==> config.mk <==
export PLATFORM = sky130hd
export DESIGN_NAME = mbox_irq
export DESIGN_NICKNAME = d
export VERILOG_FILES = /design/src/rtl/mbox_pkg.sv /design/src/rtl/mbox_ctrl.sv /design/src/rtl/mbox_flags.sv /design/src/rtl/mbox_irq.sv
export SDC_FILE = /design/constraint.sdc
export NUM_CORES = 1
export LEC_CHECK = 0
export ABC_CLOCK_PERIOD_IN_PS = 1000
export BUFFER_PORTS_ARGS = -buffer_cell sky130_fd_sc_hd__buf_2
export CORE_AREA = 2 2 39 41
export DETAILED_ROUTE_END_ITERATION = 7
export DIE_AREA = 0 0 41 43
export RECOVER_POWER = 50
export SYNTH_ARGS = -nofsm -noshare
export SYNTH_HDL_FRONTEND = slang
export SYNTH_SLANG_ARGS = --single-unit
==> constraint.sdc <==
create_clock -name clk -period 1 [get_ports clk]
set_clock_uncertainty 0.05 [all_clocks]
set_input_delay 0.25 -clock clk [delete_from_list [all_inputs] [get_ports clk]]
set_output_delay 0.25 -clock clk [all_outputs]
set_load 0.02 [all_outputs]
==> src/rtl/mbox_pkg.sv <==
package mbox_pkg;
  typedef struct packed {
    logic setLeft;
    logic clrLeft;
    logic setRight;
    logic clrRight;
  } mboxStrobes_t;
endpackage

==> src/rtl/mbox_ctrl.sv <==
module mbox_ctrl
  import mbox_pkg::*;
#(
  parameter int AW = 15
) (
  input  logic          leftEn,
  input  logic          leftWe,
  input  logic [AW-1:0] leftAddr,
  input  logic          leftBusy,
  input  logic          rightEn,
  input  logic          rightWe,
  input  logic [AW-1:0] rightAddr,
  input  logic          rightBusy,
  output mboxStrobes_t  strobes
);
  // right box at the top word, left box one below
  localparam logic [AW-1:0] BoxRight = {AW{1'b1}};
  localparam logic [AW-1:0] BoxLeft  = {{(AW-1){1'b1}}, 1'b0};

  logic leftHitsLeftBox, leftHitsRightBox, rightHitsLeftBox, rightHitsRightBox;
  logic leftLive, rightLive;

  always_comb begin
    leftLive          = leftEn && !leftBusy;
    rightLive         = rightEn && !rightBusy;
    leftHitsLeftBox   = (leftAddr == BoxLeft);
    leftHitsRightBox  = (leftAddr == BoxRight);
    rightHitsLeftBox  = (rightAddr == BoxLeft);
    rightHitsRightBox = (rightAddr == BoxRight);

    strobes.setLeft  = rightLive && rightWe && rightHitsLeftBox;
    strobes.setRight = leftLive && leftWe && leftHitsRightBox;
    strobes.clrLeft  = leftLive && !leftWe && leftHitsLeftBox;
    strobes.clrRight = rightLive && !rightWe && rightHitsRightBox;
  end
endmodule

==> src/rtl/mbox_flags.sv <==
module mbox_flags
  import mbox_pkg::*;
(
  input  logic         clk,
  input  logic         rstN,
  input  mboxStrobes_t strobes,
  output logic         leftIntN,
  output logic         rightIntN
);
  localparam int Sides = 2;

  logic [Sides-1:0] setVec, clrVec, flagQ;

  assign setVec = {strobes.setRight, strobes.setLeft};
  assign clrVec = {strobes.clrRight, strobes.clrLeft};

  for (genvar s = 0; s < Sides; s++) begin : g_side
    always_ff @(posedge clk or negedge rstN) begin
      if (!rstN)          flagQ[s] <= 1'b0;
      else if (setVec[s]) flagQ[s] <= 1'b1;  // set wins
      else if (clrVec[s]) flagQ[s] <= 1'b0;
    end

    p_set_wins_r9: assert property (@(posedge clk) disable iff (!rstN)
      setVec[s] |=> flagQ[s]);
    p_clear_r4: assert property (@(posedge clk) disable iff (!rstN)
      (clrVec[s] && !setVec[s]) |=> !flagQ[s]);
    p_hold_r10: assert property (@(posedge clk) disable iff (!rstN)
      (!clrVec[s] && !setVec[s]) |=> $stable(flagQ[s]));
  end

  assign leftIntN  = ~flagQ[0];
  assign rightIntN = ~flagQ[1];
endmodule

==> src/rtl/mbox_irq.sv <==
module mbox_irq
  import mbox_pkg::*;
#(
  parameter int AW = 15
) (
  input  logic          clk,
  input  logic          rstN,
  input  logic          leftEn,
  input  logic          leftWe,
  input  logic [AW-1:0] leftAddr,
  input  logic          leftBusy,
  input  logic          rightEn,
  input  logic          rightWe,
  input  logic [AW-1:0] rightAddr,
  input  logic          rightBusy,
  output logic          leftIntN,
  output logic          rightIntN
);
  localparam logic [AW-1:0] TopWord  = {AW{1'b1}};
  localparam logic [AW-1:0] NextWord = TopWord - 1'b1;

  mboxStrobes_t strobes;

  mbox_ctrl #(.AW(AW)) i_ctrl (
    .leftEn(leftEn), .leftWe(leftWe), .leftAddr(leftAddr), .leftBusy(leftBusy),
    .rightEn(rightEn), .rightWe(rightWe), .rightAddr(rightAddr), .rightBusy(rightBusy),
    .strobes(strobes)
  );

  mbox_flags i_flags (
    .clk(clk), .rstN(rstN), .strobes(strobes),
    .leftIntN(leftIntN), .rightIntN(rightIntN)
  );

  // Port-level checks
  p_right_raises_left_r2: assert property (@(posedge clk) disable iff (!rstN)
    (rightEn && rightWe && !rightBusy && rightAddr == NextWord) |=> !leftIntN);
  p_left_raises_right_r3: assert property (@(posedge clk) disable iff (!rstN)
    (leftEn && leftWe && !leftBusy && leftAddr == TopWord) |=> !rightIntN);
  p_busy_blocks_set_r6: assert property (@(posedge clk) disable iff (!rstN)
    (leftIntN && (!rightEn || rightBusy) && !(leftEn && !leftWe)) |=> leftIntN);
  p_busy_blocks_clear_r7: assert property (@(posedge clk) disable iff (!rstN)
    (!leftIntN && leftBusy) |=> !leftIntN);
  p_cross_read_r5: assert property (@(posedge clk) disable iff (!rstN)
    (!rightIntN && !rightEn && leftEn && !leftWe && leftAddr == TopWord) |=> !rightIntN);
endmodule

# Yosys cells after proc, flatten, opt, wreduce, memory -nomap -nowiden
# Index checks and enable logic that the tools add are counted.
# W data, S select, Z words.
totals:
  wordCells: 28
  regBits: 2
  output_inout_bits: 2
op_classes:
  muxes: 4
  n_eq_ne: 4
  n_reduce_logical: 16
  n_bitwise: 2
ops:
  columns: ["cell", "count"]
  rows:
  - ["$eq A15 B15 Y1 const B", 4]
  - ["$logic_and A1 B1 Y1", 10]
  - ["$logic_not A1 Y1", 4]
  - ["$mux W1", 4]
  - ["$reduce_bool A2 Y1", 2]
  - ["$not A1 Y1", 2]

# Longest topological paths before layout
# Gate-level depths: netlist (run 1).
logic_depth:
  word_depth: 6
  depth_mapped: 4
  mapped_depth_nobuf: 4

# Hierarchy
# A second synthesis (run 1) with hierarchy kept.
unflattened:
  cells_unflattened: 20
  hier_area_um2: 185.2
modules_own_cells:
  columns: ["module", "area_per_inst_um2", "cells_each", "n_inst"]
  rows:
  - ["mbox_ctrl", 105.1, 14, 1]
  - ["mbox_flags", 80.1, 6, 1]

# Least setup slack after synthesis (run 1)
# OpenSTA, ideal clock, no wires.
synth_path:
  path_kind: "input port to flip-flop"
  from: "in rightBusy"
  to: "reg i_flags.flagQ[1]"
  arrival_ns: 0.978
  setup_ns: 0.122
  stages: 4
  path_slack_ns: -0.149
  n_path_buf: 0
  t_required_ns: 0.828
  cell_sequence: "nand4b_1 nor4_2 nand3b_1 a32o_1"
synth_between:
  elab_chain_cells: 5
synth_lines:
  columns: ["element", "line_no", "source"]
  rows:
  - ["start: declaration", "mbox_irq.sv:15", "input logic rightBusy,"]
  - ["$logic_not A1 Y1", "mbox_ctrl.sv:25", "rightLive = rightEn && !rightBusy;"]
  - ["$logic_and A1 B1 Y1", "mbox_ctrl.sv:25", null]
  - ["$logic_and A1 B1 Y1 (2 in a row)", "mbox_ctrl.sv:34", "strobes.clrRight = rightLive && !rightWe && rightHitsRightBox;"]
  - ["$reduce_bool A2 Y1 (no line)", null, null]
  - ["end signal: indexed assignment", "mbox_flags.sv:19", "if (!rstN) flagQ[s] <= 1'b0;"]
  - ["end signal: indexed assignment", "mbox_flags.sv:20", "else if (setVec[s]) flagQ[s] <= 1'b1;"]
  - ["end signal: indexed assignment", "mbox_flags.sv:21", "else if (clrVec[s]) flagQ[s] <= 1'b0;"]
  - ["end: declaration", "mbox_flags.sv:12", "logic [Sides-1:0] setVec, clrVec, flagQ;"]
# Every way passes these cells.
# A chain may end at the register's enable or synchronous reset.

# Final worst setup path (run 1)
layout_path:
  from: "reg i_flags.flagQ[1]"
  to: "out rightIntN"
layout_between:
  elab_chain_cells: 1
layout_lines:
  columns: ["element", "line_no", "source"]
  rows:
  - ["$not A1 Y1", "mbox_flags.sv:33", "assign rightIntN = ~flagQ[1];"]
  - ["end: declaration", "mbox_irq.sv:17", "output logic rightIntN"]
# Every way passes these cells.

==> results of run 1 <==
[critical path: stages (launching register included)]
cell     delay, ns
dfrtp_1       0.37
inv_1         0.07
buf_6         0.11
[power breakdown]
| group | internal (W) | switching [W] |
|---|---|---|
| Clock | 0.000132 | 0.0000441 |
| Combinational | 0.0000766 | 0.0000278 |
| Sequential | 0.0000816 | 0.0000000133 |
| Total | 0.000291 | 0.0000719 |
[worst max path at each step]
stage,startpoint,end,slack (ns),cells past startpoint
2_1_floorplan,rightEn,i_flags.flagQ[1],-0.10,4
3_3_place_gp,rightEn,i_flags.flagQ[1],-0.26,5
3_5_place_dp,rightEn,i_flags.flagQ[1],-0.29,5
4_1_cts,i_flags.flagQ[1],rightIntN,-0.07,2
5_1_grt,rightEn,i_flags.flagQ[1],-0.17,5
6_report,i_flags.flagQ[1],rightIntN,-0.06,2
[through the flow]
step / setup slack, ns / cells / TNS (ns) / area (sq um) / total power [W]
2_1_floorplan: -0.100 / 19 / -0.181 / 175 / 0.0000917
3_3_place_gp: -0.262 / 75 / -0.475 / 398 / 0.000161
3_5_place_dp: -0.288 / 75 / -0.565 / 398 / 0.000163
4_1_cts: -0.0707 / 79 / -0.182 / 467 / 0.000358
5_1_grt: -0.165 / 80 / -0.380 / 513 / 0.000389
6_report: -0.0615 / 80 / -0.161 / 513 / 0.000362
[area by class of cell]
| cell class | count | area (sq um) |
|---|---|---|
| fill | 150 | 871 |
| tap | 16 | 20.0 |
| inverter | 2 | 7.51 |
| sequential | 2 | 50.0 |
| clock buffer | 3 | 22.5 |
| timing repair buffer | 42 | 282 |
| multi-input combinational | 15 | 131 |
[cell usage after synthesis (all sizes together)]
cell type | instances | area (sq um)
nand4 | 6 | 37.5
dfrtp | 2 | 50.1
inv | 2 | 7.51
nand3b | 2 | 15.0
nand4b | 2 | 17.5
nor4 | 2 | 18.8
a32o | 1 | 10.0
nor3b | 1 | 7.51
o21ai | 1 | 5.00
[cell families (layout without fill, tap and decap cells)]
group           count (synthesis)  count (layout)  share of synthesized area, %
flops                           2               2                          29.6
buf+inv                         2              47                          4.45
compound gates                  2               2                          8.89
simple gates                   13              13                          57.0
[layer usage]
layer	vias up	track usage (%)
li1	173	-
met2	19	14.7
met5	-	0
met4	0	4.00
met1	156	11.5
met3	0	3.14
[timing repair]
item,4_1_cts,5_1_grt
buffers inserted,0,1
hold buffers,1,0
endpoints found under the hold margin,2,0
endpoints found under the setup margin,4,4
pin swaps,2,2
resized for setup,9,7
==> run metrics, run 1 <==
worst r2r path cells=3; CORE AREA=about 1400 sq um; synthesized cell area=169 sq um; Die W=41 um; io pins=40; highest-count cells in the layout ignoring fill and taps=buf_2, buf_6, nand4_1; Routability Congestion=approximately 0.58; unrepaired setup endpoints after global routing=yes; row count=14; Syn Inst Count=19; Regs by FF count=i_flags.flagQ x2; met3 WL=about 80 um; worst ir drop on vdd=0.422 mV; min-delay worst type=primary input to flop; initial antenna violation count=0; shortest period the worst path allows=1.06 ns; Yosys cell types=10; Worst Path Required=roughly 0.70 ns; Routed WL per cell=9.71 um; n_diodes=0; measured slew at the worst slew-check pin=0.233 ns; Die Area=roughly 1800 sq um; DRC=0; drt pass-1 iters=1; most common cell after layout, fill and taps aside=buf_2; Endpoint, Worst Hold=i_flags.flagQ[0]; Bufs on Longest Clock Path=2; initial core utilization=between 10% and 20%; Worst-path clk slew=0.03 ns; Detail Placement HPWL=633 um; largest register by flop count=i_flags.flagQ; CTS root buf=clkbuf_4; H-Tree Level Count=1; Port Buf Inserts=39; pin count of the biggest net entering global routing=3; GRT overflow=0; Pins Over Slew Limit=0; vias in the first global route=320; area growth from synthesis to layout=204%; Final WS setup=-0.0615 ns; Fmax achieved=0.942 GHz; Setup crit start kind=flop; Final Routed Wirelength=slightly below 800 um; P_leak=0.256 nW; Avg Inst Size Synth=roughly 8.9 sq um; Vias=roughly 350; wire length on met1=254 um; Hold Slack=about 0.26 ns; endpoints failing setup=3; max reg flops=2; CTS tree=built; vias per inst=around 4.4; Final Hold Viols=0; routed wl met2=between 400 and 500 um; period utilization=106%; Worst slew margin=about 84%; top fanout value on the critical path=2; Initial DRC Count=0; end of the worst register-to-register path=i_flags.flagQ[0]; outcome=finished, violations left; FF-to-FF setup slack=about 0.25 ns; global-route wire length before repair=about 1200 um; final core utilization=37.1%; total CTS buffers=3; Skew-Pair Late Insertion Delay=~0.22 ns; #FFs+latches synth=2; Post-Syn Nets=57; crit end category=primary output; Crit Path Class=flop to primary output; Arr. time, crit path=about 0.76 ns; Post-DRT Antenna Nets=0; cell area power density=around 700 nW/um^2; highest routed layer=met3; clk sink count=2; WHS Path Cells=3; layout cells sized above 1=73.4%; Nets=104; Seq/Total Area, Yosys=a little under 30%; failing checks=negative setup slack; Die Span Y=about 43 um; worst reg2reg startpoint=i_flags.flagQ[0]; hold path startpoint=rightWe; Synth Warn #=0; Overall Global Routing Usage=about a tenth; max cap viols=0
No activity file was read; power rests on OpenSTA's default activity.
==> inputs of run 2 (changes only) <==
- PLACE_DENSITY: default -> 0.5
==> run metrics, run 2 (same netlist as run 1, synthesis figures left out) <==
outcome=finished, violations left (unchanged); failing checks=negative setup slack (unchanged); most common cell after layout, fill and taps aside=buf_2 (unchanged); Final Hold Viols=0 (unchanged); DP Worst Slack=-0.274 ns (was -0.288 ns); post-route cell area=518 sq um (was 513 sq um); Die Span Y=43 um (unchanged); Worst Path Required=0.70 ns (about the same); io pins=40 (unchanged); highest-count cells in the layout ignoring fill and taps=buf_2, buf_6, nand4_1 (unchanged); Layout Cells excl Fill=81 (was 80); Worst slew margin=83.0% (was 84.4%); CORE AREA=1380 sq um (unchanged); FF-to-FF setup slack=0.15 ns (was 0.25 ns); Regs by FF count=i_flags.flagQ x2 (unchanged); Skew-Pair Late Insertion Delay=0.22 ns (about the same); Final Routed Wirelength=746 um (was 777 um); Fmax achieved=0.944 GHz (was 0.942 GHz); row count=14 (unchanged); Hold Slack=0.257 ns (was 0.261 ns); post-placement cell count=75 (unchanged); Final WS setup=-0.0597 ns (was -0.0615 ns); shortest period the worst path allows=1.06 ns (about the same); DRC=0 (unchanged); Pins Over Slew Limit=0 (unchanged); Routability Congestion=0.550 (was 0.575); Initial DRC Count=3 (was 0); period utilization=106% (about the same); Post-DRT Antenna Nets=0 (unchanged); Port Buf Inserts=39 (unchanged); min-delay worst type=primary input to flop (unchanged); initial antenna violation count=0 (unchanged); Die Area=1760 sq um (unchanged); CTS root buf=clkbuf_4 (unchanged); max reg flops=2 (unchanged); max cap viols=0 (unchanged); drt pass-1 iters=2 (was 1); crit end category=primary output (unchanged); measured slew at the worst slew-check pin=0.253 ns (was 0.233 ns); GRT overflow=0 (unchanged); largest register by flop count=i_flags.flagQ (unchanged); P_leak=0.251 nW (was 0.256 nW); Die W=41 um (unchanged); clk sink count=2 (unchanged); pin count of the biggest net entering global routing=3 (unchanged); vias per inst=4.33 (was 4.35); Placed Area=398 sq um (unchanged); Vias=351 (was 348); area growth from synthesis to layout=207% (was 204%); unrepaired setup endpoints after global routing=yes (unchanged); CTS tree=built (unchanged); layout cells sized above 1=73.8% (was 73.4%); global-route wire length before repair=1030 um (was 1160 um); Bufs on Longest Clock Path=2 (unchanged); worst reg2reg startpoint=i_flags.flagQ[1] (was i_flags.flagQ[0]); endpoints failing setup=3 (unchanged); n_diodes=0 (unchanged); fill count=144 (was 150); Overall Global Routing Usage=8.91% (was 9.51%); hold path startpoint=leftWe (was rightWe); Setup crit start kind=flop (unchanged); Nets=105 (was 104); Routed WL per cell=9.21 um (was 9.71 um); vias in the first global route=274 (was 320); cell area power density=700 nW/um^2 (was 707 nW/um^2); crit path launch=i_flags.flagQ[1] (unchanged); Crit Path Class=flop to primary output (unchanged); top fanout value on the critical path=2 (unchanged); H-Tree Level Count=1 (unchanged); initial core utilization=12.2% (unchanged); Arr. time, crit path=0.76 ns (about the same); Worst-path clk slew=0.03 ns (about the same); total CTS buffers=3 (unchanged); worst ir drop on vdd=0.313 mV (was 0.422 mV)
run 2: cell types whose count changed in the layout (fill, tap and decap cells not counted):
cell / before / now
nor4_4: 1 / 0
nor4_2: 1 / 2
buf_4: 2 / 3
buf_6: 10 / 11
buf_2: 28 / 27
run 2: per-layer routing:
layer / vias to the layer above / track usage [%] / share of wire (%)
met5: - / 0 / 0
met4: 0 / 8.00 / 0
met3: 0 / 3.14 / 12
met2: 22 / 12.2 / 55
met1: 154 / 10.2 / 34
li1: 175 / - / -
run 2: per-stage QoR:
stage | setup TNS [ns] | total power [W] | util, %
floorplan | -0.181 | 0.0000917 | -
global placement | -0.482 | 0.000162 | 28.8
detailed placement | -0.530 | 0.000163 | 28.8
CTS | -0.145 | 0.000351 | 32.9
global route | -0.269 | 0.000398 | 37.4
finish | -0.111 | 0.000363 | 37.4
run 2: timing repair:
item | 4_1_cts | 5_1_grt
hold buffers | 1 | 0
endpoints found under the hold margin | 2 | 0
resized for setup | 6 | 10
setup endpoints to repair | 4 | 4
setup buffers | 1 | 1
pin swaps | 1 | 3
gates cloned | 0 | 0
run 2: worst paths after layout:
| kind | end | cells after the start |
|---|---|---|
| min in group asynchronous | i_flags.flagQ[1] | 2 |
| min reg2reg | i_flags.flagQ[1] | 2 |
| max reg2reg | i_flags.flagQ[1] | 2 |
| max | rightIntN | 2 |
| max in group asynchronous | i_flags.flagQ[0] | 2 |
| min | i_flags.flagQ[1] | 2 |
run 2: final cells by class:
type	count	area, sq um	area share, %
Clock buffer	3	22.5	4.35
Inverter	2	7.51	1.45
Multi-Input combinational cell	15	123	23.7
Sequential cell	2	50.0	9.66
Tap cell	16	20.0	3.86
Timing Repair Buffer	43	295	57.0
run 2: worst max-delay path: stages (launching register included):
cell     delay, ns
dfrtp_1       0.36
inv_1         0.06
buf_6         0.11
run 2: where the power goes:
group	internal [W]	leakage (nW)	switching, W
Clock	0.000132	0.0138	0.0000439
Sequential	0.0000816	0.0227	0.0000000124
Combinational	0.0000788	0.214	0.0000263
Total	0.000293	0.251	0.0000702
==> inputs of run 3 (changes only) <==
- CTS_CLUSTER_SIZE: default -> 10
- RECOVER_POWER: 50 -> default
- SETUP_SLACK_MARGIN: default -> 0.3
==> run metrics, run 3 (same netlist as run 1, synthesis figures left out) <==
Arr. time, crit path=0.76 ns (about the same); Final Routed Wirelength=758 um (was 746 um); fill count=148 (was 144); max reg flops=2 (unchanged); max cap viols=0 (unchanged); CP delay by family, top=flip-flops (unchanged); Worst-path clk slew=0.03 ns (about the same); endpoints failing setup=3 (unchanged); DP Worst Slack=-0.254 ns (was -0.274 ns); Critical Path Stages=2 (unchanged); CORE AREA=1380 sq um (unchanged); Routed WL per cell=9.36 um (was 9.21 um); n_diodes=0 (unchanged); most common cell after layout, fill and taps aside=buf_2 (unchanged); io pins=40 (unchanged); clk sink count=2 (unchanged); Endpoint, Worst Hold=i_flags.flagQ[0] (was i_flags.flagQ[1]); layout cells sized above 1=75.4% (was 73.8%); Fmax achieved=0.943 GHz (was 0.944 GHz); WHS Path Cells=3 (was 2); worst ir drop on vdd=0.264 mV (was 0.313 mV); outcome=finished, violations left (unchanged); pin count of the biggest net entering global routing=3 (unchanged); Post-DRT Antenna Nets=0 (unchanged); Routability Congestion=0.610 (was 0.550); Overall Power=0.000368 W (was 0.000363 W); highest-count cells in the layout ignoring fill and taps=buf_2, buf_6, nand4_1 (unchanged); worst path bufs/invs=2 (unchanged); Nets=105 (unchanged); worst reg2reg startpoint=i_flags.flagQ[1] (unchanged); initial antenna violation count=0 (unchanged); Skew-Pair Late Insertion Delay=0.22 ns (about the same); Final TNS setup=-0.113 ns (was -0.111 ns); Worst slew margin=83.1% (was 83.0%); Die W=41 um (unchanged); CTS tree=built (unchanged); total CTS buffers=3 (unchanged); initial core utilization=12.2% (unchanged); top fanout value on the critical path=2 (unchanged); Die Span Y=43 um (unchanged); worst r2r path cells=2 (unchanged); measured slew at the worst slew-check pin=0.252 ns (was 0.253 ns); Bufs on Longest Clock Path=2 (unchanged); Worst Path Required=0.70 ns (about the same); cell area power density=708 nW/um^2 (was 700 nW/um^2); Vias=349 (was 351); DRC=0 (unchanged); global-route wire length before repair=1130 um (was 1030 um); Setup crit start kind=flop (unchanged); period utilization=106% (about the same); end of the worst register-to-register path=i_flags.flagQ[1] (unchanged); hold path startpoint=rightWe (was leftWe); Die Area=1760 sq um (unchanged); Final Hold Viols=0 (unchanged); largest register by flop count=i_flags.flagQ (unchanged); CTS root buf=clkbuf_4 (unchanged); unrepaired setup endpoints after global routing=yes (unchanged); Pins Over Slew Limit=0 (unchanged); row count=14 (unchanged); failing checks=negative setup slack (unchanged); min-delay worst type=primary input to flop (unchanged); GRT overflow=0 (unchanged); CP max stage cell=dfrtp_1 (unchanged); Initial DRC Count=0 (was 3); crit end category=primary output (unchanged); cells along the critical path=inv_1, buf_6 (unchanged); vias in the first global route=360 (was 274); Hold Slack=0.252 ns (was 0.257 ns); slowest stage delay, CP=0.36 ns (about the same); area growth from synthesis to layout=207% (about the same); H-Tree Level Count=1 (unchanged); Crit Path Class=flop to primary output (unchanged); drt pass-1 iters=1 (was 2); P_leak=0.253 nW (was 0.251 nW); Final WS setup=-0.0600 ns (was -0.0597 ns); vias per inst=4.31 (was 4.33); FF-to-FF setup slack=0.15 ns (about the same); Overall Global Routing Usage=9.82% (was 8.91%); shortest period the worst path allows=1.06 ns (about the same); Port Buf Inserts=39 (unchanged); Regs by FF count=i_flags.flagQ x2 (unchanged)
run 3: final cells by class:
cell class	count	area, sq um	area share (%)
inverters	2	7.51	1.45
well taps	16	20.0	3.86
flip-flops and latches	2	50.0	9.64
multi-input cells	15	123	23.6
repair buffers	43	297	57.1
clock buffers	3	22.5	4.34
run 3: worst max path at each step:
stage	startpoint	slack (ns)	end
4_1_cts	i_flags.flagQ[1]	-0.07	rightIntN
6_report	i_flags.flagQ[1]	-0.06	rightIntN
3_3_place_gp	rightEn	-0.25	i_flags.flagQ[1]
2_1_floorplan	rightEn	-0.10	i_flags.flagQ[1]
3_5_place_dp	rightAddr[12]	-0.25	i_flags.flagQ[1]
5_1_grt	i_flags.flagQ[1]	-0.09	rightIntN
run 3: what timing repair did:
action,CTS,global route
setup endpoints to repair,4,4
hold endpoints to repair,2,0
setup buffers,0,2
hold buffers,1,0
pin swaps,2,2
resized for setup,9,6
run 3: report_power, final:
part	leakage, nW	switching, W	internal, W
clock network	0.0138	0.0000475	0.000133
logic	0.217	0.0000267	0.0000794
registers	0.0227	0.0000000116	0.0000816
total	0.253	0.0000742	0.000293
run 3: per-layer routing:
| metal | routed length (um) | global-route usage, % |
|---|---|---|
| met5 | 0 | 0 |
| met4 | 0 | 10.0 |
| met3 | 79 | 1.57 |
| met2 | 478 | 18.1 |
| met1 | 200 | 7.03 |
run 3: worst min-delay path, stage by stage:
cell and delay [ns]:
buf_2 0.08, nand3b_1 0.08, o21ai_1 0.07
run 3: metrics by stage:
step / std cells / instance area [sq um] / util (%)
floorplan: 19 / 175 / -
global placement: 75 / 398 / 28.8
detailed placement: 75 / 398 / 28.8
CTS: 79 / 467 / 33.7
global route: 81 / 519 / 37.5
finish: 81 / 519 / 37.5
